**config.mk**
```make
export PLATFORM = sky130hd
export DESIGN_NAME = hop_preset_ctrl
export DESIGN_NICKNAME = d
export VERILOG_FILES = /design/src/rtl/hop_pkg.sv /design/src/rtl/hop_datapath.sv /design/src/rtl/hop_control.sv /design/src/rtl/hop_preset_ctrl.sv
export SDC_FILE = /design/constraint.sdc
export NUM_CORES = 1
export LEC_CHECK = 0
export ABC_AREA = 1
export BUFFER_PORTS_ARGS = -buffer_cell sky130_fd_sc_hd__buf_4
export CAP_MARGIN = 15
export CORE_ASPECT_RATIO = 0.8
export CORE_MARGIN = 5
export CORE_UTILIZATION = 60
export DETAILED_ROUTE_END_ITERATION = 8
export PLACE_DENSITY = 0.83
export REMOVE_ABC_BUFFERS = 1
export SETUP_SLACK_MARGIN = 0.5
export SYNTH_ARGS = -nofsm -noshare
export SYNTH_HDL_FRONTEND = slang
export SYNTH_SLANG_ARGS = --single-unit
export TNS_END_PERCENT = 100
```
**constraint.sdc**
```tcl
create_clock -name clk -period 6.3 [get_ports clk]
set_input_delay 1.26 -clock clk [delete_from_list [all_inputs] [get_ports clk]]
set_output_delay 1.26 -clock clk [all_outputs]
set_load 0.05 [all_outputs]
```
**src/rtl/hop_pkg.sv**
```systemverilog
package hop_pkg;
  localparam int NUM_PRESETS = 8;
  localparam int FREQ_W      = 32;
  localparam int ADDR_W      = 6;
  localparam int PTR_W       = $clog2(NUM_PRESETS);
  localparam int LEN_W       = PTR_W + 1;
  localparam int BYTES_PER   = FREQ_W / 8;

  localparam logic [ADDR_W-1:0] REF_ADDR   = 6'd4;
  localparam logic [ADDR_W-1:0] CTRL_ADDR  = 6'd6;
  localparam logic [ADDR_W-1:0] LEN_ADDR   = 6'd35;
  localparam logic [ADDR_W-1:0] STAT_ADDR  = 6'd36;
  localparam int FIRST_HIGH = 7;

  typedef struct packed {
    logic             commit;
    logic [PTR_W-1:0] ptr;
  } ctlStrobe_t;

  typedef struct packed {
    logic [PTR_W-1:0] stagedIdx;
    logic [LEN_W-1:0] liveLen;
    logic             liveStrobeEn;
  } cfgView_t;

  function automatic logic [ADDR_W-1:0] presetAddr(input int k, input int b);
    if (k == 0) return ADDR_W'(b);
    return ADDR_W'(FIRST_HIGH + BYTES_PER * (k - 1) + b);
  endfunction

  function automatic logic [LEN_W-1:0] clampLen(input logic [7:0] v);
    if (v == 8'd0) return LEN_W'(1);
    if (v > 8'(NUM_PRESETS)) return LEN_W'(NUM_PRESETS);
    return v[LEN_W-1:0];
  endfunction
endpackage

```
**src/rtl/hop_datapath.sv**
```systemverilog
module hop_datapath
  import hop_pkg::*;
(
  input  logic              clk,
  input  logic              rstN,
  input  logic              wrEn,
  input  logic [ADDR_W-1:0] regAddr,
  input  logic [7:0]        wrData,
  input  logic              pllLocked,
  input  ctlStrobe_t        ctl,
  output cfgView_t          cfg,
  output logic [7:0]        rdData,
  output logic [FREQ_W-1:0] freqWord,
  output logic [1:0]        stepCode,
  output logic              refExternal
);
  logic [FREQ_W-1:0] stagedFreq [NUM_PRESETS];
  logic [FREQ_W-1:0] liveFreq   [NUM_PRESETS];
  logic              stagedRef;
  logic              stagedStrobeEn;
  logic [1:0]        stagedStep;
  logic [PTR_W-1:0]  stagedIdx;
  logic [7:0]        stagedLen;
  logic              liveStrobeEn;
  logic [LEN_W-1:0]  liveLen;

  always_ff @(posedge clk or negedge rstN) begin
    if (!rstN) begin
      for (int k = 0; k < NUM_PRESETS; k++) stagedFreq[k] <= '0;
      stagedRef      <= 1'b0;
      stagedStrobeEn <= 1'b0;
      stagedStep     <= 2'b00;
      stagedIdx      <= '0;
      stagedLen      <= 8'd1;
    end else if (wrEn) begin
      for (int k = 0; k < NUM_PRESETS; k++)
        for (int b = 0; b < BYTES_PER; b++)
          if (regAddr == presetAddr(k, b)) stagedFreq[k][8*b +: 8] <= wrData;
      if (regAddr == REF_ADDR) stagedRef <= wrData[0];
      if (regAddr == CTRL_ADDR) begin
        stagedStrobeEn <= wrData[1];
        stagedStep     <= wrData[4:3];
        stagedIdx      <= wrData[7:5];
      end
      if (regAddr == LEN_ADDR) stagedLen <= wrData;
    end
  end

  always_ff @(posedge clk or negedge rstN) begin
    if (!rstN) begin
      for (int k = 0; k < NUM_PRESETS; k++) liveFreq[k] <= '0;
      refExternal  <= 1'b0;
      stepCode     <= 2'b00;
      liveStrobeEn <= 1'b0;
      liveLen      <= LEN_W'(1);
    end else if (ctl.commit) begin
      for (int k = 0; k < NUM_PRESETS; k++) liveFreq[k] <= stagedFreq[k];
      refExternal  <= stagedRef;
      stepCode     <= stagedStep;
      liveStrobeEn <= stagedStrobeEn;
      liveLen      <= clampLen(wrData);
    end
  end

  always_comb begin
    rdData = 8'h00;
    for (int k = 0; k < NUM_PRESETS; k++)
      for (int b = 0; b < BYTES_PER; b++)
        if (regAddr == presetAddr(k, b)) rdData = stagedFreq[k][8*b +: 8];
    if (regAddr == REF_ADDR)  rdData = {7'b0, stagedRef};
    if (regAddr == CTRL_ADDR) rdData = {stagedIdx, stagedStep, 1'b0, stagedStrobeEn, 1'b0};
    if (regAddr == LEN_ADDR)  rdData = stagedLen;
    if (regAddr == STAT_ADDR) rdData = {7'b0, pllLocked};
  end

  assign freqWord = liveFreq[ctl.ptr];
  assign cfg = '{stagedIdx: stagedIdx, liveLen: liveLen, liveStrobeEn: liveStrobeEn};

  // Step and reference outputs move only on a commit.
  p_outputs_hold_r3: assert property (@(posedge clk) disable iff (!rstN)
    !ctl.commit |=> ($stable(stepCode) && $stable(refExternal)));
  // After a commit the committed length is always between 1 and 8.
  p_len_legal_r6: assert property (@(posedge clk) disable iff (!rstN)
    ctl.commit |=> (liveLen >= LEN_W'(1) && liveLen <= LEN_W'(NUM_PRESETS)));
endmodule

```
**src/rtl/hop_control.sv**
```systemverilog
module hop_control
  import hop_pkg::*;
(
  input  logic              clk,
  input  logic              rstN,
  input  logic              wrEn,
  input  logic [ADDR_W-1:0] regAddr,
  input  logic [7:0]        wrData,
  input  logic              hopStrobeIn,
  input  cfgView_t          cfg,
  output ctlStrobe_t        ctl,
  output logic              loadPulse
);
  logic             syncA, syncB, syncPrev;
  logic             strobeRise, commit, advance;
  logic [PTR_W-1:0] ptr;
  logic [LEN_W-1:0] newLen;

  always_ff @(posedge clk or negedge rstN) begin
    if (!rstN) {syncA, syncB, syncPrev} <= 3'b000;
    else       {syncA, syncB, syncPrev} <= {hopStrobeIn, syncA, syncB};
  end

  assign strobeRise = syncB & ~syncPrev;
  assign commit     = wrEn && (regAddr == LEN_ADDR);
  assign advance    = strobeRise && cfg.liveStrobeEn && !commit;
  assign newLen     = clampLen(wrData);

  always_ff @(posedge clk or negedge rstN) begin
    if (!rstN) begin
      ptr       <= '0;
      loadPulse <= 1'b0;
    end else begin
      loadPulse <= commit | advance;
      if (commit)
        ptr <= ({1'b0, cfg.stagedIdx} < newLen) ? cfg.stagedIdx : '0;
      else if (advance)
        ptr <= ({1'b0, ptr} == cfg.liveLen - LEN_W'(1)) ? '0 : ptr + PTR_W'(1);
    end
  end

  assign ctl = '{commit: commit, ptr: ptr};

  p_ptr_in_range_r5: assert property (@(posedge clk) disable iff (!rstN)
    ({1'b0, ptr} < cfg.liveLen));
  p_commit_pulse_r4: assert property (@(posedge clk) disable iff (!rstN)
    commit |=> loadPulse);
  p_wrap_r7: assert property (@(posedge clk) disable iff (!rstN)
    (advance && ({1'b0, ptr} == cfg.liveLen - LEN_W'(1))) |=> (ptr == '0));
  p_disabled_r8: assert property (@(posedge clk) disable iff (!rstN)
    (!cfg.liveStrobeEn && !commit) |=> ($stable(ptr) && !loadPulse));
  p_single_hop_r9: assert property (@(posedge clk) disable iff (!rstN)
    advance |=> !advance);
endmodule

```
**src/rtl/hop_preset_ctrl.sv**
```systemverilog
module hop_preset_ctrl
  import hop_pkg::*;
(
  input  logic              clk,
  input  logic              rstN,
  input  logic              wrEn,
  input  logic [ADDR_W-1:0] regAddr,
  input  logic [7:0]        wrData,
  output logic [7:0]        rdData,
  input  logic              hopStrobeIn,
  input  logic              pllLocked,
  output logic [FREQ_W-1:0] freqWord,
  output logic [1:0]        stepCode,
  output logic              refExternal,
  output logic              loadPulse
);
  ctlStrobe_t ctl;
  cfgView_t   cfg;

  hop_control u_ctrl (
    .clk(clk), .rstN(rstN), .wrEn(wrEn), .regAddr(regAddr), .wrData(wrData),
    .hopStrobeIn(hopStrobeIn), .cfg(cfg), .ctl(ctl), .loadPulse(loadPulse)
  );

  hop_datapath u_dp (
    .clk(clk), .rstN(rstN), .wrEn(wrEn), .regAddr(regAddr), .wrData(wrData),
    .pllLocked(pllLocked), .ctl(ctl), .cfg(cfg), .rdData(rdData),
    .freqWord(freqWord), .stepCode(stepCode), .refExternal(refExternal)
  );
endmodule

```
==> results by group, run 1 <==
Detailed routing
  • First drt pass iteration count: 9
  • WL/cell: 22.3 microns
  • Vias per inst: 6.08
  • Routed WL: 80700 microns
  • Number of nets with antenna violations after routing: 0
  • Vias: 22000
  • Detailed router's first-iteration violation count: 3224
  • Drt drc: 0

Die
  • Die width: 235 microns
  • Core ar.: 39700 sq um
  • Die Y: 190 microns
  • Initial Utilization: 0.612
  • Full die area: 44600 sq um
  • Ports: 63
  • Core Rows: 65

GRT
  • First-pass GRT wire length: 123000 microns
  • Largest net degree at the start of global routing: 274
  • Number of global-route vias before repair: 20800
  • Total grt overflow: 0
  • Antenna violations before repair: 1
  • Tot GR Track Use: 0.357

Synthesis
  • Ys async rst share: 1.00
  • Ys flop type: dfrtp_1
  • Number of synthesized flops with an enable pin: 0
  • Cell Area, Synth: 24300 sq um
  • Sequential share of the synthesized area: 0.559
  • Post-Synthesis Cells: 3069
  • Netlist cell types: 37
  • Synth Warn #: 0
  • Yosys reg bits: 542
  • Syn_area_per_cell: 7.91 sq um

Clocking
  • Clock Latency Late Sink: 0.58 ns
  • Clock Pin Slew Worst Setup and Hold Paths: 0.06 ns
  • Clock buffer count from CTS: 51
  • TritonCTS clock tree: done
  • Root Buffer: clkbuf_16
  • # hold bufs at CTS: 0
  • Post-CTS setup buffers: 0
  • Maximum root-to-sink buffer count: 3
  • Clock sinks: 542
  • Post-CTS resize count: 0
  • H-tree depth: 2

Power and ir drop
  • Pleak: 13.0 nW
  • Power Density: 363 nW/um^2
  • Max rail drop VDD: 0.369 mV

Min path
  • Hold Crit Start: u_ctrl.syncA
  • Hold path depth: 0
  • Worst Hold Endpoint: u_ctrl.syncB
  • Hold Path Class: flip-flop to flip-flop

Worst setup path
  • Worst r2r src: u_ctrl.ptr[0]
  • Setup CP Type: flip-flop to primary output
  • CP startpoint kind: flip-flop
  • Worst Path Max Fanout: 74
  • Reg-to-reg endpoint: u_ctrl.ptr[2]
  • Arrival @ worst endpoint: 4.17 ns
  • Setup crit end kind: primary output
  • Reg2reg path depth: 7
  • Reg2Reg Setup Slack: 3.01 ns
  • Critical Path RT: 5.04 ns

STA
  • Final Hold Fails: 0
  • Max_slew headroom: 0.187
  • Worst-Margin Slew: 1.22 ns
  • Fmax: 184 MHz
  • Fin crit period: 5.43 ns
  • Final Slew Violations: 0
  • Final setup vio count: 0
  • Period Utilization, post-route: 0.862
  • RSZ-0062 raised after global routing: false
  • Clk_skew: 0.0125 ns

Finish
  • Multi-input combinational cell area: 9540 sq um
  • # fillers: 3273
  • Post-route core utilization: 0.673
  • Non-filler cells in the finished layout: 3613
  • Register Area: 13600 sq um
  • Area Growth Syn to Fin: 10.1%
  • Share of layout cells above drive strength 1: 0.0673
  • Nets: 3057

Flow run
  • Total of max-cap violations: 0

Placement
  • Final HPWL DP: 53800 microns
  • Buffers on Ports: 62
  • Gpl congestion: 0.960
  • Cells after DPL: 3517

Status
  • Status: completed
cells in the final DEF (no fill, tap or decap), drive strengths merged, types with 32 or more instances in the layout:
cell and count:
nor2 332, inv 130, o22ai 34, clkbuf 75, nand4 47, a31oi 36, nand2 1198, a21oi 32
o21ai 482, nand3 34, dfrtp 540, buf 86
worst max path at each step:
stage	from	slack [ns]	end	depth (start not counted)
floorplan	regAddr[0]	-5.02	u_ctrl.ptr[0]	8
global placement	regAddr[4]	1.05	rdData[7]	22
detailed placement	regAddr[4]	1.0	rdData[7]	22
finish	u_ctrl.ptr[0]	0.87	freqWord[26]	5
CTS	regAddr[4]	0.99	rdData[7]	22
global route	regAddr[4]	0.60	rdData[7]	22
per-stage QoR:
stage                     setup TNS (ns)  instance area [sq um]  worst slack [ns]  power [W]  hold slack, ns
after CTS                              0                  26700             0.988    0.00966           0.350
after detailed placement               0                  25000             0.998    0.00651           0.337
after global placement                 0                  25000              1.05    0.00646           0.335
after global routing                   0                  26700             0.598     0.0101           0.366
final                                  0                  26700             0.867    0.00971           0.353
after floorplan                 -1012.00                  23600             -5.02    0.00550           0.331
area by class of cell:
| class | instances | share of cell area |
|---|---|---|
| Sequential cell | 542 | 0.508 |
| Multi-Input combinational cell | 2222 | 0.357 |
| Clock buffer | 75 | 0.0560 |
| Timing Repair Buffer | 86 | 0.0268 |
| Tap cell | 536 | 0.0251 |
| Inverter | 131 | 0.0187 |
| Clock inverter | 19 | 0.00843 |
| Antenna cell | 2 | 0.000187 |
cells in the mapped netlist, types with 3 or more instances:
master    number  area share
inv_1        124       0.019
o22ai_1       34      0.0088
nor3_2         3      0.0012
nor2_4         5      0.0023
a31oi_1       36      0.0093
dfrtp_1      540        0.56
ha_1           4      0.0021
buf_2         13      0.0027
nand2_1     1189        0.18
buf_1          6     0.00093
nand4_1       47       0.012
nand3_1       34      0.0070
nand2_2        8      0.0021
nor2_1       322       0.050
clkinv_1       3     0.00046
a21oi_1       32      0.0066
o21ai_0      481       0.099
clkbuf_1     153       0.024
nor2_2         5      0.0013
inv_2          3     0.00046
nor3_1         5      0.0010
cell families (layout without fill, tap and decap cells):
family          count (synthesis)  count (layout)  synth area share
compound gates                590             590             0.126
fa+ha+maj                       4               4           0.00206
buf+inv                       305             311            0.0487
flops                         542             542             0.559
simple gates                 1624            1624             0.263
xor+xnor                        4               4           0.00144
other cells                     0               2                 0
power by group:
group          internal [W]  switching [W]  leakage [nW]
clock               0.00182        0.00136         0.848
sequential          0.00378       0.000386          7.36
combinational      0.000642        0.00173          4.79
total               0.00624        0.00347          13.0
registers in the layout, summed over array words and instances (netlist names):
name and flops:
u_dp.stagedIdx 3, u_dp.stagedStep 2, u_ctrl.syncB 1, u_ctrl.syncA 1, u_dp.liveFreq 256, u_ctrl.loadPulse 1
u_dp.refExternal 1, u_dp.stagedLen 8, u_dp.stagedStrobeEn 1, u_dp.liveLen 4, u_dp.liveStrobeEn 1, u_ctrl.ptr 3
u_dp.stepCode 2, u_dp.stagedRef 1, u_dp.stagedFreq 256, u_ctrl.syncPrev 1
metal layers:
metal / wire, microns / global-route usage / vias to the layer above
met2: 33000 / 0.496 / 1422
met1: 32800 / 0.528 / 10600
met4: 2690 / 0.118 / 0
met3: 12200 / 0.129 / 187
met5: 0 / 0 / -
li1: - / - / 9783
worst max-delay path, stage by stage (launching register included):
cell      delay, ns
dfrtp_4        0.99
clkinv_2       0.94
buf_4          0.54
o21ai_0        0.44
a31oi_1        0.24
buf_4          0.27
Note: power is estimated with default switching activity, not from simulation.
==> run 2: changes to the inputs <==
--- a/config.mk
+++ b/config.mk
@@ -10,12 +10,13 @@
 export CAP_MARGIN = 15
 export CORE_ASPECT_RATIO = 0.8
 export CORE_MARGIN = 5
-export CORE_UTILIZATION = 60
+export CORE_UTILIZATION = 50
 export DETAILED_ROUTE_END_ITERATION = 8
-export PLACE_DENSITY = 0.83
+export PLACE_DENSITY = 0.72
 export REMOVE_ABC_BUFFERS = 1
 export SETUP_SLACK_MARGIN = 0.5
 export SYNTH_ARGS = -nofsm -noshare
 export SYNTH_HDL_FRONTEND = slang
+export SYNTH_HIERARCHICAL = 1
 export SYNTH_SLANG_ARGS = --single-unit
 export TNS_END_PERCENT = 100
==> run 2 against run 1 <==
  * Area after synthesis up 0.88%
  * Sequential share of layout area fell by 1.0 points
  * Register-to-register slack better by 1.2 ns
  * Die area grew 20%
  * Worst setup slack gained 0.015 ns
  * Non-clock buffer count increased by 10
  * Largest cell class unchanged
==> results by group, run 2 <==
Clocking
  • H-tree depth: 2 (unchanged)
  • TritonCTS clock tree: done (unchanged)
  • Maximum root-to-sink buffer count: 3 (unchanged)
  • Clock buffer count from CTS: 54 (was 51)
  • Root Buffer: clkbuf_16 (unchanged)
  • Clock Latency Late Sink: 0.61 ns (was 0.58 ns)
  • # hold bufs at CTS: 0 (unchanged)
  • Clock sinks: 542 (unchanged)
  • Clock Pin Slew Worst Setup and Hold Paths: 0.06 ns (about the same)

STA
  • RSZ-0062 raised after global routing: true (was false)
  • Hold_ws: 0.352 ns (was 0.353 ns)
  • Fmax: 185 MHz (was 184 MHz)
  • Fin crit period: 5.42 ns (was 5.43 ns)
  • Worst-Margin Slew: 1.15 ns (was 1.22 ns)
  • Period Utilization, post-route: 0.860 (was 0.862)
  • Final setup vio count: 0 (unchanged)
  • Max_slew headroom: 0.234 (was 0.187)
  • Final Hold Fails: 0 (unchanged)
  • Final Slew Violations: 0 (unchanged)
  • Clk_skew: 0.00741 ns (was 0.0125 ns)
  • Worst Setup Slack, final: 0.882 ns (was 0.867 ns)

Detailed routing
  • Drt drc: 0 (unchanged)
  • Routed WL: 73700 microns (was 80700 microns)
  • Detailed router's first-iteration violation count: 2545 (was 3224)
  • Vias per inst: 5.71 (was 6.08)
  • Vias: 21300 (was 22000)
  • Number of nets with antenna violations after routing: 0 (unchanged)
  • First drt pass iteration count: 5 (was 9)
  • WL/cell: 19.8 microns (was 22.3 microns)

GRT
  • Total grt overflow: 0 (unchanged)
  • Tot GR Track Use: 0.270 (was 0.357)
  • Antenna violations before repair: 0 (was 1)
  • Largest net degree at the start of global routing: 262 (was 274)
  • Number of global-route vias before repair: 20200 (was 20800)
  • First-pass GRT wire length: 115000 microns (was 123000 microns)

Die
  • Core Rows: 72 (was 65)
  • Die Y: 208 microns (was 190 microns)
  • Ports: 63 (unchanged)
  • Die width: 257 microns (was 235 microns)
  • Initial Utilization: 0.506 (was 0.612)
  • Core ar.: 48400 sq um (was 39700 sq um)
  • Full die area: 53500 sq um (was 44600 sq um)

Power and ir drop
  • Max rail drop VDD: 0.464 mV (was 0.369 mV)
  • P_sw: 0.00347 W (about the same)
  • Seq pwr share: 0.427 (was 0.428)
  • Sw Ratio: 0.348 (was 0.358)
  • Power Density: 365 nW/um^2 (was 363 nW/um^2)
  • Design Power: 0.00996 W (was 0.00971 W)
  • Internal power: 0.00649 W (was 0.00624 W)
  • Pleak: 13.2 nW (was 13.0 nW)
  • Clock power frac: 0.328 (was 0.327)
  • Power share of the combinational group: 0.245 (was 0.244)

Synthesis
  • Ys async rst share: 1.00 (unchanged)
  • Most frequent cell after synthesis: nand2_1 (unchanged)
  • Netlist cell types: 39 (was 37)
  • Post-synth top cells: nand2_1 (1100), o21ai_0 (549), dfrtp_1 (540) (was nand2_1 (1189), dfrtp_1 (540), o21ai_0 (481))
  • Post-Synthesis Cells: 3081 (was 3069)
  • Sequential share of the synthesized area: 0.554 (was 0.559)
  • Cell Area, Synth: 24500 sq um (was 24300 sq um)
  • Syn_area_per_cell: 7.95 sq um (was 7.91 sq um)
  • Yosys reg bits: 542 (unchanged)
  • Top cell type's share of synthesized area: 0.552 (was 0.557)
  • Number of synthesized flops with an enable pin: 0 (unchanged)
  • Synth Warn #: 6 (was 0)
  • Top cell type by total area after synthesis: dfrtp_1 (unchanged)
  • Ys flop type: dfrtp_1 (unchanged)
  • Area contributors post-synth: dfrtp_1 (55%), nand2_1 (17%), o21ai_0 (11%) (was dfrtp_1 (56%), nand2_1 (18%), o21ai_0 (9.9%))

Status
  • Status: completed (unchanged)

Placement
  • Final HPWL DP: 48700 microns (was 53800 microns)
  • Place WS: 0.854 ns (was 0.998 ns)
  • Buffers on Ports: 62 (unchanged)
  • Gpl congestion: 0.907 (was 0.960)

Finish
  • Register Area: 13600 sq um (unchanged)
  • Nets: 3083 (was 3057)
  • Area Growth Syn to Fin: 11.3% (was 10.1%)
  • Commonest non-fill, non-tap cell in the layout: nand2_1 (unchanged)
  • Share of layout cells above drive strength 1: 0.0773 (was 0.0673)
  • Multi-input combinational cell area: 9360 sq um (was 9540 sq um)
  • N_diodes: 0 (was 2)
  • Top Registers: u_dp/liveFreq x256, u_dp/stagedFreq x256, u_dp/stagedLen x8 (was u_dp.liveFreq x256, u_dp.stagedFreq x256, u_dp.stagedLen x8)
  • # fillers: 4379 (was 3273)
  • Most frequent cells in the layout: nand2_1 (1100), o21ai_0 (549), dfrtp_1 (538) (was nand2_1 (1188), dfrtp_1 (538), o21ai_0 (481))

Worst setup path
  • Setup CP Type: input port to primary output (was flip-flop to primary output)
  • Critical Path RT: 5.04 ns (about the same)
  • Worst Path Max Fanout: 11 (was 74)
  • Arrival @ worst endpoint: 4.16 ns (was 4.17 ns)
  • CP startpoint kind: input port (was flip-flop)
  • Setup crit end kind: primary output (unchanged)

Flow run
  • Total of max-cap violations: 0 (unchanged)

Min path
  • Hold Path Class: flip-flop to flip-flop (unchanged)
[run 2: changes by cell type after synthesis, sizes merged, moves of 3 or more]
cell   delta
or2      +26
nand2    -95
nor2    -191
inv     +114
o21ai    +67
o22ai    -34
buf       -3
a21oi   +134
a31oi     -3
[run 2: final cells by class]
type,count,area share
clock buffers,83,0.0625
clock inverters,16,0.00395
inverters,244,0.0338
multi-input cells,2122,0.343
flip-flops and latches,542,0.498
well taps,629,0.0289
repair buffers,96,0.0300
[run 2: worst max-delay path, stage by stage]
cell	delay, ns
buf_4	0.11
inv_1	0.06
nor2_1	0.22
inv_1	0.25
nor2_1	0.15
inv_1	0.08
nor2_2	0.42
inv_1	0.29
or2_2	0.33
nand2_1	0.07
nand3_1	0.07
nand2_1	0.10
nand4_1	0.09
nor2_1	0.11
nand4_1	0.08
nand2_1	0.07
nand2_1	0.05
nand2_1	0.06
nand3_1	0.08
buf_4	0.20
[run 2: worst paths after layout]
kind,from,to,slack (ns),depth (start not counted)
max,regAddr[4],rdData[4],0.88,20
min,u_ctrl/syncA,u_ctrl/syncB,0.35,0
max reg2reg,u_ctrl/ptr[1],u_ctrl/ptr[2],4.24,10
min reg2reg,u_ctrl/syncA,u_ctrl/syncB,0.35,0
max in group asynchronous,rstN,u_dp/stagedFreq[41],4.10,2
min in group asynchronous,rstN,u_dp/liveFreq[152],0.68,1
[run 2: through the flow]
step / setup TNS, ns / instances / instance area (sq um) / utilization
floorplan: -409.66 / 2908 / 23800 / -
global placement: 0 / 3631 / 25400 / 0.525
detailed placement: 0 / 3631 / 25400 / 0.525
CTS: 0 / 3730 / 27200 / 0.562
global route: 0 / 3732 / 27300 / 0.564
finish: 0 / 3732 / 27300 / 0.564
[run 2: kinds of logic (layout without fill, tap and decap cells)]
logic type | Yosys count | in the layout | share of synthesized area
AO/OA/AOI/OAI | 753 | 753 | 0.157
XOR/XNOR | 1 | 1 | 0.000358
adder cells (fa/ha/maj) | 4 | 4 | 0.00204
buffers and inverters | 417 | 439 | 0.0644
flip-flops | 542 | 542 | 0.554
AND/OR/NAND/NOR | 1364 | 1364 | 0.223
[run 2: power groups by stage]
stage / Combinational, W / Clock, W / Sequential (W)
after detailed placement: 0.00241 / 0 / 0.00431
after CTS: 0.00242 / 0.00332 / 0.00425
after global placement: 0.00236 / 0 / 0.00429
after global routing: 0.00264 / 0.00346 / 0.00430
after floorplan: 0.00152 / 0 / 0.00423
final: 0.00244 / 0.00327 / 0.00426
[run 2: repair_timing]
item | 4_1_cts | 5_1_grt
gates resized for setup | 0 | 2
endpoints found under the setup margin | 0 | 3
setup buffers | 0 | 0
hold endpoints to repair | 0 | 0
[run 2: routing by layer]
layer / routed length [microns] / track usage / share of wire
met5: 0 / 0 / 0
met4: 1810 / 0.0720 / 0.025
met3: 6600 / 0.0469 / 0.090
met2: 31600 / 0.398 / 0.43
met1: 33700 / 0.417 / 0.46
